<file path="src/rtl/rob_pkg.sv">
package rob_pkg;
  typedef enum logic [1:0] {
    KIND_REG    = 2'd0,
    KIND_STORE  = 2'd1,
    KIND_BRANCH = 2'd2
  } op_kind_e;
endpackage

</file>
<file path="src/rtl/rob_ptrs.sv">
module rob_ptrs #(
  parameter int DEPTH = 8,
  localparam int TAG_W = $clog2(DEPTH),
  localparam int CNT_W = $clog2(DEPTH + 1)
) (
  input  logic             clk,
  input  logic             rst,
  input  logic             alloc,
  input  logic             retire,
  input  logic             flush,
  output logic [TAG_W-1:0] head,
  output logic [TAG_W-1:0] tail,
  output logic [CNT_W-1:0] count,
  output logic             full,
  output logic             empty
);
  function automatic logic [TAG_W-1:0] nxt(input logic [TAG_W-1:0] p);
    return (p == TAG_W'(DEPTH - 1)) ? '0 : p + 1'b1;
  endfunction

  always_ff @(posedge clk) begin
    if (rst) begin
      head  <= '0;
      tail  <= '0;
      count <= '0;
    end else if (flush) begin
      head  <= nxt(head);
      tail  <= nxt(head);
      count <= '0;
    end else begin
      if (retire) head <= nxt(head);
      if (alloc)  tail <= nxt(tail);
      count <= count + CNT_W'(alloc) - CNT_W'(retire);
    end
  end

  assign full  = (count == CNT_W'(DEPTH));
  assign empty = (count == '0);

  a_r3_no_overflow: assert property (@(posedge clk) disable iff (rst) alloc |-> !full);
  a_r3_count_bound: assert property (@(posedge clk) disable iff (rst) count <= CNT_W'(DEPTH));
  a_r6_no_retire_empty: assert property (@(posedge clk) disable iff (rst) retire |-> !empty);
  a_r9_flush_empties: assert property (@(posedge clk) disable iff (rst) flush |=> empty);
endmodule

</file>
<file path="src/rtl/rob_entries.sv">
module rob_entries
  import rob_pkg::*;
#(
  parameter int DEPTH   = 8,
  parameter int DEST_W  = 16,
  parameter int DATA_W  = 32,
  parameter int NUM_SRC = 2,
  localparam int TAG_W  = $clog2(DEPTH)
) (
  input  logic                      clk,
  input  logic                      rst,
  input  logic                      alloc,
  input  logic [TAG_W-1:0]          alloc_tag,
  input  op_kind_e                  alloc_kind,
  input  logic [DEST_W-1:0]         alloc_dest,
  input  logic                      cpl_valid,
  input  logic [TAG_W-1:0]          cpl_tag,
  input  logic [DATA_W-1:0]         cpl_value,
  input  logic                      cpl_exc,
  input  logic                      cpl_mis,
  input  logic [TAG_W-1:0]          head_tag,
  output op_kind_e                  head_kind,
  output logic [DEST_W-1:0]         head_dest,
  output logic [DATA_W-1:0]         head_value,
  output logic                      head_ready,
  output logic                      head_exc,
  output logic                      head_mis,
  input  logic [NUM_SRC*TAG_W-1:0]  rd_tag,
  output logic [NUM_SRC-1:0]        rd_ready,
  output logic [NUM_SRC*DATA_W-1:0] rd_value
);
  op_kind_e          kind_q [DEPTH];
  logic [DEST_W-1:0] dest_q [DEPTH];
  logic [DATA_W-1:0] val_q  [DEPTH];
  logic [DEPTH-1:0]  rdy_q, exc_q, mis_q;

  // value storage: one write port, no reset
  always_ff @(posedge clk) begin
    if (cpl_valid) val_q[cpl_tag] <= cpl_value;
  end

  always_ff @(posedge clk) begin
    if (alloc) begin
      kind_q[alloc_tag] <= alloc_kind;
      dest_q[alloc_tag] <= alloc_dest;
    end
  end

  always_ff @(posedge clk) begin
    if (rst) begin
      rdy_q <= '0;
      exc_q <= '0;
      mis_q <= '0;
    end else begin
      if (cpl_valid) begin
        rdy_q[cpl_tag] <= 1'b1;
        exc_q[cpl_tag] <= cpl_exc;
        mis_q[cpl_tag] <= cpl_mis;
      end
      if (alloc) begin
        rdy_q[alloc_tag] <= 1'b0;
        exc_q[alloc_tag] <= 1'b0;
        mis_q[alloc_tag] <= 1'b0;
      end
    end
  end

  assign head_kind  = kind_q[head_tag];
  assign head_dest  = dest_q[head_tag];
  assign head_value = val_q[head_tag];
  assign head_ready = rdy_q[head_tag];
  assign head_exc   = exc_q[head_tag];
  assign head_mis   = mis_q[head_tag];

  for (genvar i = 0; i < NUM_SRC; i++) begin : g_rd
    logic [TAG_W-1:0] t;
    assign t = rd_tag[i*TAG_W +: TAG_W];
    assign rd_ready[i] = rdy_q[t];
    assign rd_value[i*DATA_W +: DATA_W] = val_q[t];
  end

  a_r4_ready_after_cpl: assert property (@(posedge clk) disable iff (rst)
    (cpl_valid && !(alloc && alloc_tag == cpl_tag)) |=> rdy_q[$past(cpl_tag)]);
  a_r2_alloc_clears: assert property (@(posedge clk) disable iff (rst)
    alloc |=> !rdy_q[$past(alloc_tag)]);
endmodule

</file>
<file path="src/rtl/rob_map.sv">
module rob_map #(
  parameter int NUM_REGS = 16,
  parameter int DEPTH    = 8,
  parameter int NUM_SRC  = 2,
  localparam int REG_W   = $clog2(NUM_REGS),
  localparam int TAG_W   = $clog2(DEPTH)
) (
  input  logic                     clk,
  input  logic                     rst,
  input  logic                     flush,
  input  logic                     set_en,
  input  logic [REG_W-1:0]         set_reg,
  input  logic [TAG_W-1:0]         set_tag,
  input  logic                     clr_en,
  input  logic [REG_W-1:0]         clr_reg,
  input  logic [TAG_W-1:0]         clr_tag,
  input  logic [NUM_SRC*REG_W-1:0] src_reg,
  output logic [NUM_SRC-1:0]       src_pend,
  output logic [NUM_SRC*TAG_W-1:0] src_tag
);
  logic [NUM_REGS-1:0] valid_q;
  logic [TAG_W-1:0]    tag_q [NUM_REGS];
  logic                clr_hit;

  assign clr_hit = clr_en && valid_q[clr_reg] && (tag_q[clr_reg] == clr_tag)
                   && !(set_en && set_reg == clr_reg);

  always_ff @(posedge clk) begin
    if (rst || flush) begin
      valid_q <= '0;
    end else begin
      if (clr_hit) valid_q[clr_reg] <= 1'b0;
      if (set_en)  valid_q[set_reg] <= 1'b1;
    end
  end

  always_ff @(posedge clk) begin
    if (set_en) tag_q[set_reg] <= set_tag;
  end

  for (genvar i = 0; i < NUM_SRC; i++) begin : g_src
    logic [REG_W-1:0] r;
    assign r = src_reg[i*REG_W +: REG_W];
    assign src_pend[i] = valid_q[r];
    assign src_tag[i*TAG_W +: TAG_W] = tag_q[r];
  end

  a_r9_map_cleared: assert property (@(posedge clk) disable iff (rst)
    flush |=> ($countones(valid_q) == 0));
  a_r5_set_visible: assert property (@(posedge clk) disable iff (rst)
    (set_en && !flush) |=> (valid_q[$past(set_reg)] && tag_q[$past(set_reg)] == $past(set_tag)));
  a_r8_keep_newer: assert property (@(posedge clk) disable iff (rst)
    (clr_en && !flush && !set_en && valid_q[clr_reg] && tag_q[clr_reg] != clr_tag)
    |=> valid_q[$past(clr_reg)]);
endmodule

</file>
<file path="src/rtl/rob_top.sv">
module rob_top
  import rob_pkg::*;
#(
  parameter int DEPTH    = 8,
  parameter int NUM_REGS = 16,
  parameter int DATA_W   = 32,
  parameter int DEST_W   = 16,
  parameter int NUM_SRC  = 2,
  localparam int TAG_W   = $clog2(DEPTH),
  localparam int REG_W   = $clog2(NUM_REGS),
  localparam int CNT_W   = $clog2(DEPTH + 1)
) (
  input  logic                      clk,
  input  logic                      rst,
  input  logic                      iss_valid,
  input  logic                      iss_rs_free,
  input  logic [1:0]                iss_kind,
  input  logic [DEST_W-1:0]         iss_dest,
  output logic                      iss_ready,
  output logic [TAG_W-1:0]          iss_tag,
  input  logic                      cpl_valid,
  input  logic [TAG_W-1:0]          cpl_tag,
  input  logic [DATA_W-1:0]         cpl_value,
  input  logic                      cpl_exc,
  input  logic                      cpl_mispredict,
  input  logic [NUM_SRC*REG_W-1:0]  src_reg,
  output logic [NUM_SRC-1:0]        src_pending,
  output logic [NUM_SRC*TAG_W-1:0]  src_tag,
  output logic [NUM_SRC-1:0]        src_ready,
  output logic [NUM_SRC*DATA_W-1:0] src_value,
  output logic                      cmt_reg_we,
  output logic                      cmt_mem_we,
  output logic [DEST_W-1:0]         cmt_dest,
  output logic [DATA_W-1:0]         cmt_data,
  output logic                      flush_o,
  output logic                      exc_o,
  output logic [TAG_W-1:0]          exc_tag_o
);
  logic [TAG_W-1:0]  head, tail;
  logic [CNT_W-1:0]  count;
  logic              full, empty;
  op_kind_e          head_kind, new_kind;
  logic [DEST_W-1:0] head_dest;
  logic [DATA_W-1:0] head_value;
  logic              head_ready, head_exc, head_mis;
  logic              head_live, flush_now, commit_now, alloc;

  assign new_kind   = op_kind_e'(iss_kind);
  assign head_live  = !empty && head_ready;
  assign flush_now  = head_live && (head_exc || (head_kind == KIND_BRANCH && head_mis));
  assign commit_now = head_live && !head_exc;
  assign iss_ready  = !full && !flush_now;
  assign iss_tag    = tail;
  assign alloc      = iss_valid && iss_rs_free && iss_ready;

  rob_ptrs #(.DEPTH(DEPTH)) u_ptrs (
    .clk(clk), .rst(rst), .alloc(alloc), .retire(head_live), .flush(flush_now),
    .head(head), .tail(tail), .count(count), .full(full), .empty(empty)
  );

  rob_entries #(.DEPTH(DEPTH), .DEST_W(DEST_W), .DATA_W(DATA_W), .NUM_SRC(NUM_SRC)) u_entries (
    .clk(clk), .rst(rst),
    .alloc(alloc), .alloc_tag(tail), .alloc_kind(new_kind), .alloc_dest(iss_dest),
    .cpl_valid(cpl_valid), .cpl_tag(cpl_tag), .cpl_value(cpl_value),
    .cpl_exc(cpl_exc), .cpl_mis(cpl_mispredict),
    .head_tag(head), .head_kind(head_kind), .head_dest(head_dest), .head_value(head_value),
    .head_ready(head_ready), .head_exc(head_exc), .head_mis(head_mis),
    .rd_tag(src_tag), .rd_ready(src_ready), .rd_value(src_value)
  );

  rob_map #(.NUM_REGS(NUM_REGS), .DEPTH(DEPTH), .NUM_SRC(NUM_SRC)) u_map (
    .clk(clk), .rst(rst), .flush(flush_now),
    .set_en(alloc && new_kind == KIND_REG), .set_reg(iss_dest[REG_W-1:0]), .set_tag(tail),
    .clr_en(commit_now && head_kind == KIND_REG), .clr_reg(head_dest[REG_W-1:0]), .clr_tag(head),
    .src_reg(src_reg), .src_pend(src_pending), .src_tag(src_tag)
  );

  always_ff @(posedge clk) begin
    if (rst) begin
      cmt_reg_we <= 1'b0;
      cmt_mem_we <= 1'b0;
      cmt_dest   <= '0;
      cmt_data   <= '0;
      flush_o    <= 1'b0;
      exc_o      <= 1'b0;
      exc_tag_o  <= '0;
    end else begin
      cmt_reg_we <= commit_now && head_kind == KIND_REG;
      cmt_mem_we <= commit_now && head_kind == KIND_STORE;
      cmt_dest   <= head_dest;
      cmt_data   <= head_value;
      flush_o    <= flush_now;
      exc_o      <= head_live && head_exc;
      exc_tag_o  <= head;
    end
  end

  a_r10_exc_no_write: assert property (@(posedge clk) disable iff (rst)
    exc_o |-> (!cmt_reg_we && !cmt_mem_we));
  a_r11_no_issue_on_flush: assert property (@(posedge clk) disable iff (rst)
    flush_now |-> !iss_ready);
  a_r7_single_write: assert property (@(posedge clk) disable iff (rst)
    $onehot0({cmt_reg_we, cmt_mem_we}));
  a_r6_commit_needs_ready: assert property (@(posedge clk) disable iff (rst)
    (cmt_reg_we || cmt_mem_we) |-> $past(head_ready && !empty));
  a_r10_exc_flushes: assert property (@(posedge clk) disable iff (rst)
    exc_o |-> flush_o);
endmodule

</file>
<file path="config.mk">
export PLATFORM = sky130hd
export DESIGN_NAME = rob_top
export DESIGN_NICKNAME = d
export VERILOG_FILES = /design/src/rtl/rob_pkg.sv /design/src/rtl/rob_ptrs.sv /design/src/rtl/rob_entries.sv /design/src/rtl/rob_map.sv /design/src/rtl/rob_top.sv
export SDC_FILE = /design/constraint.sdc
export NUM_CORES = 1
export LEC_CHECK = 0
export BUFFER_PORTS_ARGS = -buffer_cell sky130_fd_sc_hd__buf_2
export CORE_MARGIN = 2
export CORE_UTILIZATION = 55
export CTS_BUF_LIST = sky130_fd_sc_hd__clkbuf_8
export CTS_CLUSTER_DIAMETER = 150
export DETAILED_ROUTE_END_ITERATION = 7
export GPL_TIMING_DRIVEN = 1
export PLACE_DENSITY = 0.85
export SYNTH_ARGS = -nofsm -noshare
export SYNTH_HDL_FRONTEND = slang
export SYNTH_SLANG_ARGS = --single-unit
export TNS_END_PERCENT = 50
</file>
<file path="constraint.sdc">
create_clock -name clk -period 5.2 [get_ports clk]
set_input_delay 0.52 -clock clk [delete_from_list [all_inputs] [get_ports clk]]
set_output_delay 0.52 -clock clk [all_outputs]
set_load 0.02 [all_outputs]
</file>
Yosys cells after proc, flatten, opt, wreduce, memory -nomap -nowiden
Memory sizes are Yosys's and may differ from the RTL's. A register that Yosys moved wholly into a read port is not among the register bits.
Index checks and enable logic that the tools add are counted.
{ "classes": {"n_addsub": 4, "order_cmp": 13, "n_eq_ne": 7, "muxes": 54, "n_bitwise": 8, "n_reduce_logical": 32} }
{ "ops": {"columns": ["operator", "count"], "rows": [
  ["$mux W8", 9],
  ["$mux W16", 3],
  ["$mux W3", 10],
  ["$and A8 B8 Y8", 3],
  ["$lt A3 B4 Y1 const B", 5],
  ["$lt A4 B5 Y1 const B", 4],
  ["$logic_and A1 B1 Y1", 19],
  ["$mux W1", 18],
  ["$and A16 B16 Y16", 1],
  ["$bwmux W8", 2],
  ["$not A16 Y16", 1],
  ["$or A16 B16 Y16", 1],
  ["$bmux W1 S3", 5],
  ["$bmux W1 S4", 3],
  ["$demux W1 S4", 2],
  ["$ge A4 B1 Y1 const B", 2],
  ["$not A8 Y8", 1],
  ["$or A8 B8 Y8", 1],
  ["$add A3 B1 Y3 const B", 2],
  ["$demux W1 S3", 2],
  ["$eq A3 B3 Y1 const B", 2],
  ["$ge A3 B1 Y1 const B", 2],
  ["$logic_not A1 Y1", 5],
  ["$add A4 B1 Y4", 1],
  ["other kinds (11)", 14]
]} }
{ "word_totals": {"reg_bits": 73, "ram_bits": 448, "wordCells": 135, "memories": 4} }
{ "mem_list": {"columns": ["name", "words", "word_bits", "rd", "rd_clocked_by_memory_dff", "write_ports", "line_no", "rtl"], "rows": [
  ["u_entries.val_q", 8, 32, 3, 1, 1, "rob_entries.sv:34", "logic [DATA_W-1:0] val_q [DEPTH];"],
  ["u_entries.dest_q", 8, 16, 1, 1, 1, "rob_entries.sv:33", "logic [DEST_W-1:0] dest_q [DEPTH];"],
  ["u_map.tag_q", 16, 3, 3, 0, 1, "rob_map.sv:22", "logic [TAG_W-1:0] tag_q [NUM_REGS];"],
  ["u_entries.kind_q", 8, 2, 1, 1, 1, "rob_entries.sv:32", "op_kind_e kind_q [DEPTH];"]
]} }

Logic depth before layout (Yosys ltp)
{ "depth": {"depth_word": 16, "mapped_depth": 14} }

By module
A second synthesis with hierarchy kept.
{ "unflattened": {"cells_unflattened": 1389, "area_unflattened_um2": 26360.3} }
{ "by_module_without_submodules": {"columns": ["mod", "instances", "cells_per_inst", "area_each_um2", "seq_area_each_um2"], "rows": [
  ["rob_entries", 1, 941, 20342.0, 12492.0],
  ["rob_map", 1, 256, 3857.4, 1761.7],
  ["rob_top", 1, 129, 1575.3, 1101.1],
  ["rob_ptrs", 1, 63, 585.6, 200.2]
]} }

Worst setup path after synthesis
OpenSTA, ideal clock, no wires.
{ "synth_path": {"path_type": "flip-flop to flip-flop", "startpoint": "register u_ptrs.head[0]", "endpoint": "register u_entries.rdy_q[0]", "setup_time_ps": 117, "arrival_ps": 4159, "required_time_ps": 5083, "slack_ps": 924, "path_stages_with_launch": 10, "n_path_buf": 1, "period_less_slack_ps": 4276, "cell_sequence": "dfxtp_1 -> clkbuf_1 -> mux4_2 -> mux2i_4 -> o31ai_2 -> o211ai_4 -> nand2_4 -> nor4b_1 -> or2_2 -> nor2_1"} }
{ "synth_between": {"elab_chain_len": 9} }
{ "synth_rtl": {"columns": ["item", "line_no", "rtl"], "rows": [
  ["start: declaration", "rob_ptrs.sv:11", "output logic [TAG_W-1:0] head,"],
  ["start signal: assignment", "rob_ptrs.sv:27", "head <= nxt(head);"],
  ["start signal: assignment", "rob_ptrs.sv:31", "if (retire) head <= nxt(head);"],
  ["$bmux W1 S3", "rob_entries.sv:73", "assign head_mis = mis_q[head_tag];"],
  ["$mux W1 (not written as such)", "rob_entries.sv:73", null],
  ["$logic_and A1 B1 Y1", "rob_top.sv:50", "assign flush_now = head_live && (head_exc || (head_kind == KIND_BRANCH && head_mis));"],
  ["$logic_or A1 B1 Y1", "rob_top.sv:50", null],
  ["$logic_and A1 B1 Y1 *", "rob_top.sv:50", null],
  ["$logic_not A1 Y1 *", "rob_top.sv:52", "assign iss_ready = !full && !flush_now;"],
  ["$logic_and A1 B1 Y1 *", "rob_top.sv:52", null],
  ["$logic_and A1 B1 Y1 *", "rob_top.sv:54", "assign alloc = iss_valid && iss_rs_free && iss_ready;"],
  ["$mux W8 *", "rob_entries.sv:60", "if (alloc) begin"],
  ["end signal: assignment", "rob_entries.sv:51", "rdy_q <= '0;"],
  ["end signal: indexed assignment", "rob_entries.sv:56", "rdy_q[cpl_tag] <= 1'b1;"],
  ["end signal: indexed assignment", "rob_entries.sv:61", "rdy_q[alloc_tag] <= 1'b0;"],
  ["end: declaration", "rob_entries.sv:35", "logic [DEPTH-1:0] rdy_q, exc_q, mis_q;"]
]} }
Mark *: on every way between the ends. The rest lies on a longest branch, timed or not. The select of a mux whose other input is x is not followed.
A chain may end at the register's enable or synchronous reset.

==> results_dict.tcl <==
set metrics [dict create \
    max_slew_margin_pct 15.92 \
    p_per_area_nw_per_um2 337.4 \
    endpoint_kind "flop" \
    cts_tree "built" \
    grt_usage_pct 26.64 \
    ant_nets 0 \
    ys.flop_type "edfxtp_1" \
    synth_edf_count 448 \
    yosys_register_bits 556 \
    hold_buffers 0 \
    clockBufferDepth 3 \
    netlist_area_um2 26450 \
    wl_per_cell_um 27.26 \
    slew_viol_final 0 \
    cp.required_ns 5.70 \
    status "completed" \
    path_clk_slew_ns 0.06 \
    grt_pass1_vias 16380 \
    p_leak_uw 0.01002 \
    finalWorstSetupSlack_ns 0.7718 \
    async_reset_ff_share_pct 0 \
    drt-initial-drc-count 1859 \
    place_area_um2 28040 \
    crit_arrival_ns 4.92 \
    worstPathMaxFanout 34 \
    core_um2 47650 \
    syn-instance-count 1505 \
    cts_made_buffers 89 \
    hold_viol_final 0 \
    start_kind "flop" \
    layout.area.seq_um2 15630 \
    mostFrequentLayoutCells "edfxtp_1 (448), mux4_2 (276), buf_2 (200)" \
    seq_area_frac_synth_pct 59.04 \
    grt_pass1_wl_um 98820 \
    drt_pre_antenna_iters 6 \
    fin_skew_ns 0.03814 \
    finalInstanceArea_um2 29840 \
    finalCritPeriodShare_pct 85.16 \
    multiInputGateArea_um2 10260 \
    port_buffers 200 \
    antenna_found_initial 12 \
    layout_commonest_cell "edfxtp_1" \
    setup_viol 0 \
    clock_latency_ns 0.68 \
    drc 0 \
    num_io_pins 201 \
    fin_tns_setup_ns 0 \
    root_buffer "clkbuf_8" \
    yosys_warnings 0 \
    start_util_pct 55.51 \
    pre_cts_ws_ns 0.8520 \
    cts_setup_buffers 0 \
    drt-total-wl_um 65760 \
    hold_ws_ns 0.1153 \
    num_rows 80 \
    syn_nets 1584 \
    syn2layout_area_growth_pct 12.82 \
    fin_crit_ns 4.428 \
    route.vias.total 16140 \
    hp-class "input pin to flop" \
    gp_congestion 0.9479 \
    ir_worst_vdd_uv 347.6 \
    htreeDepth 3 \
    synth_cell_types 69 \
    chipHeight_um 223.3 \
    rsz0062_at_grt "false" \
    grt.overflow.total 0 \
    dp.cells 2248 \
    dp_hpwl_um 40230 \
    num-fill-cells 3242 \
    clock_sinks 556 \
    die_x_um 223.3 \
    stdcell_count 2412 \
    fmax_ghz 0.2258 \
    drive_above_1_share_pct 41.95 \
    syn_avg_cell_area_um2 17.57 \
    nets 1803 \
    vias_per_cell 6.689 \
    path_class "flop to flop" \
    worst_slew_pin_slew_ns 1.257 \
    die_area_um2 49860 \
    grt_start_max_net_pins 71 \
    maxCapViolations 0 \
    cts_resized 0 \
]
synthesized netlist by cell type (3+ instances only):
library cell    n  area, um^2
nand2b_1        7       43.79
nand4_1         5       31.28
and2_1          5       31.28
nor3_1         10       50.05
nor3_2          7       70.07
mux2_2         75       844.6
clkbuf_1       39       146.4
nor3b_1         3       22.52
buf_4           8       60.06
mux2i_1        76       760.7
dfxtp_1       108        2162
or2_2           8       50.05
a21oi_1        12       60.06
a22oi_1         6       45.04
o21ai_1        10       50.05
buf_1          24       90.09
ha_1           10       125.1
buf_6          10       112.6
nand3b_1        6       45.04
edfxtp_1      448       13450
mux4_2        280        6306
a21o_1          3       22.52
nor2_1        110       412.9
xnor2_1         5       43.79
buf_2          21       105.1
nor2b_1         9       56.30
inv_1          35       131.4
nand2_1        33       123.9
a221oi_1        4       35.03
o311a_1         4       40.04
a31oi_1        15       93.84
nand3_1        29       145.1
and3_1          3       18.77
a211oi_1        8       60.06
nor2_2          5       31.28
or3_1           3       18.77
o21ai_0        16       80.08
kinds of logic (layout without fill, tap and decap cells):
| family | after synthesis | count (layout) | share of synthesized area [%] |
|---|---|---|---|
| flip-flops | 556 | 556 | 59.04 |
| multiplexers | 432 | 432 | 30.00 |
| AND/OR/NAND/NOR | 259 | 259 | 4.991 |
| buffers and inverters | 137 | 427 | 2.441 |
| AO/OA/AOI/OAI | 103 | 103 | 2.753 |
| adder cells (fa/ha/maj) | 11 | 11 | 0.5488 |
| XOR/XNOR | 7 | 7 | 0.2318 |
| other | 0 | 2 | 0 |
per-layer routing:
metal  up-vias  wire length (um)  track usage [%]
met2      1051             32020            42.58
li1       6652                 -                -
met4        20              2128            10.41
met3       192              7141            7.520
met1      8220             24330            35.03
met5         -               143                0
sequential cells by signal, summed over array words and instances (netlist names), named ones only:
| register | count |
|---|---|
| u_entries.val_q | 256 |
| u_entries.dest_q | 128 |
| u_map.tag_q | 48 |
| cmt_data | 32 |
| cmt_dest | 16 |
| u_entries.kind_q | 16 |
| u_map.valid_q | 16 |
| u_entries.exc_q | 8 |
| u_entries.mis_q | 8 |
| u_entries.rdy_q | 8 |
| u_ptrs.count | 4 |
| exc_tag_o | 3 |
| u_ptrs.head | 3 |
| u_ptrs.tail | 3 |
| cmt_mem_we | 1 |
| cmt_reg_we | 1 |
| exc_o | 1 |
| flush_o | 1 |
power breakdown:
part	internal, uW	leakage, uW	total, uW	switching [uW]
sequential	4940	0.00499	5030	86.9
combinational	568	0.00401	1280	708
clock	2060	0.00102	3770	1710
total	7570	0.0100	10100	2500
final timing paths:
| kind | startpoint | end | slack (ns) | cells after the start |
|---|---|---|---|---|
| worst max-delay path | flop | u_map.valid_q[8] | 0.77 | 9 |
| worst min-delay path | cpl_value[21] | u_entries.val_q[4][21] | 0.12 | 1 |
| worst max register to register | flop | u_map.valid_q[8] | 0.77 | 9 |
| worst min register to register | u_entries.exc_q[7] | u_entries.exc_q[7] | 0.47 | 2 |
per-stage QoR:
step	utilization [%]	power, uW
final	62.63	10070
after global routing	62.62	10410
after CTS	62.62	10130
after detailed placement	58.84	6386
after global placement	58.84	6337
after floorplan	-	5996
worst max-delay path, cell delays in order, from the launching register on:
cell and delay (ns):
dfxtp_2 0.70, buf_4 0.64, mux4_2 0.66, nand2_1 0.11, and2_1 0.48, mux2_2 0.41, a221oi_1 0.35, nand3_1 0.25
nor3_2 0.48, a31oi_1 0.16
area by class of cell:
class / instances / area share (%)
Multi-Input combinational cell: 812 / 34.38
Timing Repair Buffer: 230 / 4.193
Clock buffer: 100 / 4.613
Sequential cell: 556 / 52.37
Inverter: 35 / 0.4403
Clock inverter: 62 / 1.413
Tap cell: 615 / 2.579
Antenna cell: 2 / 0.01677
Note: power is estimated with default switching activity, not from simulation.
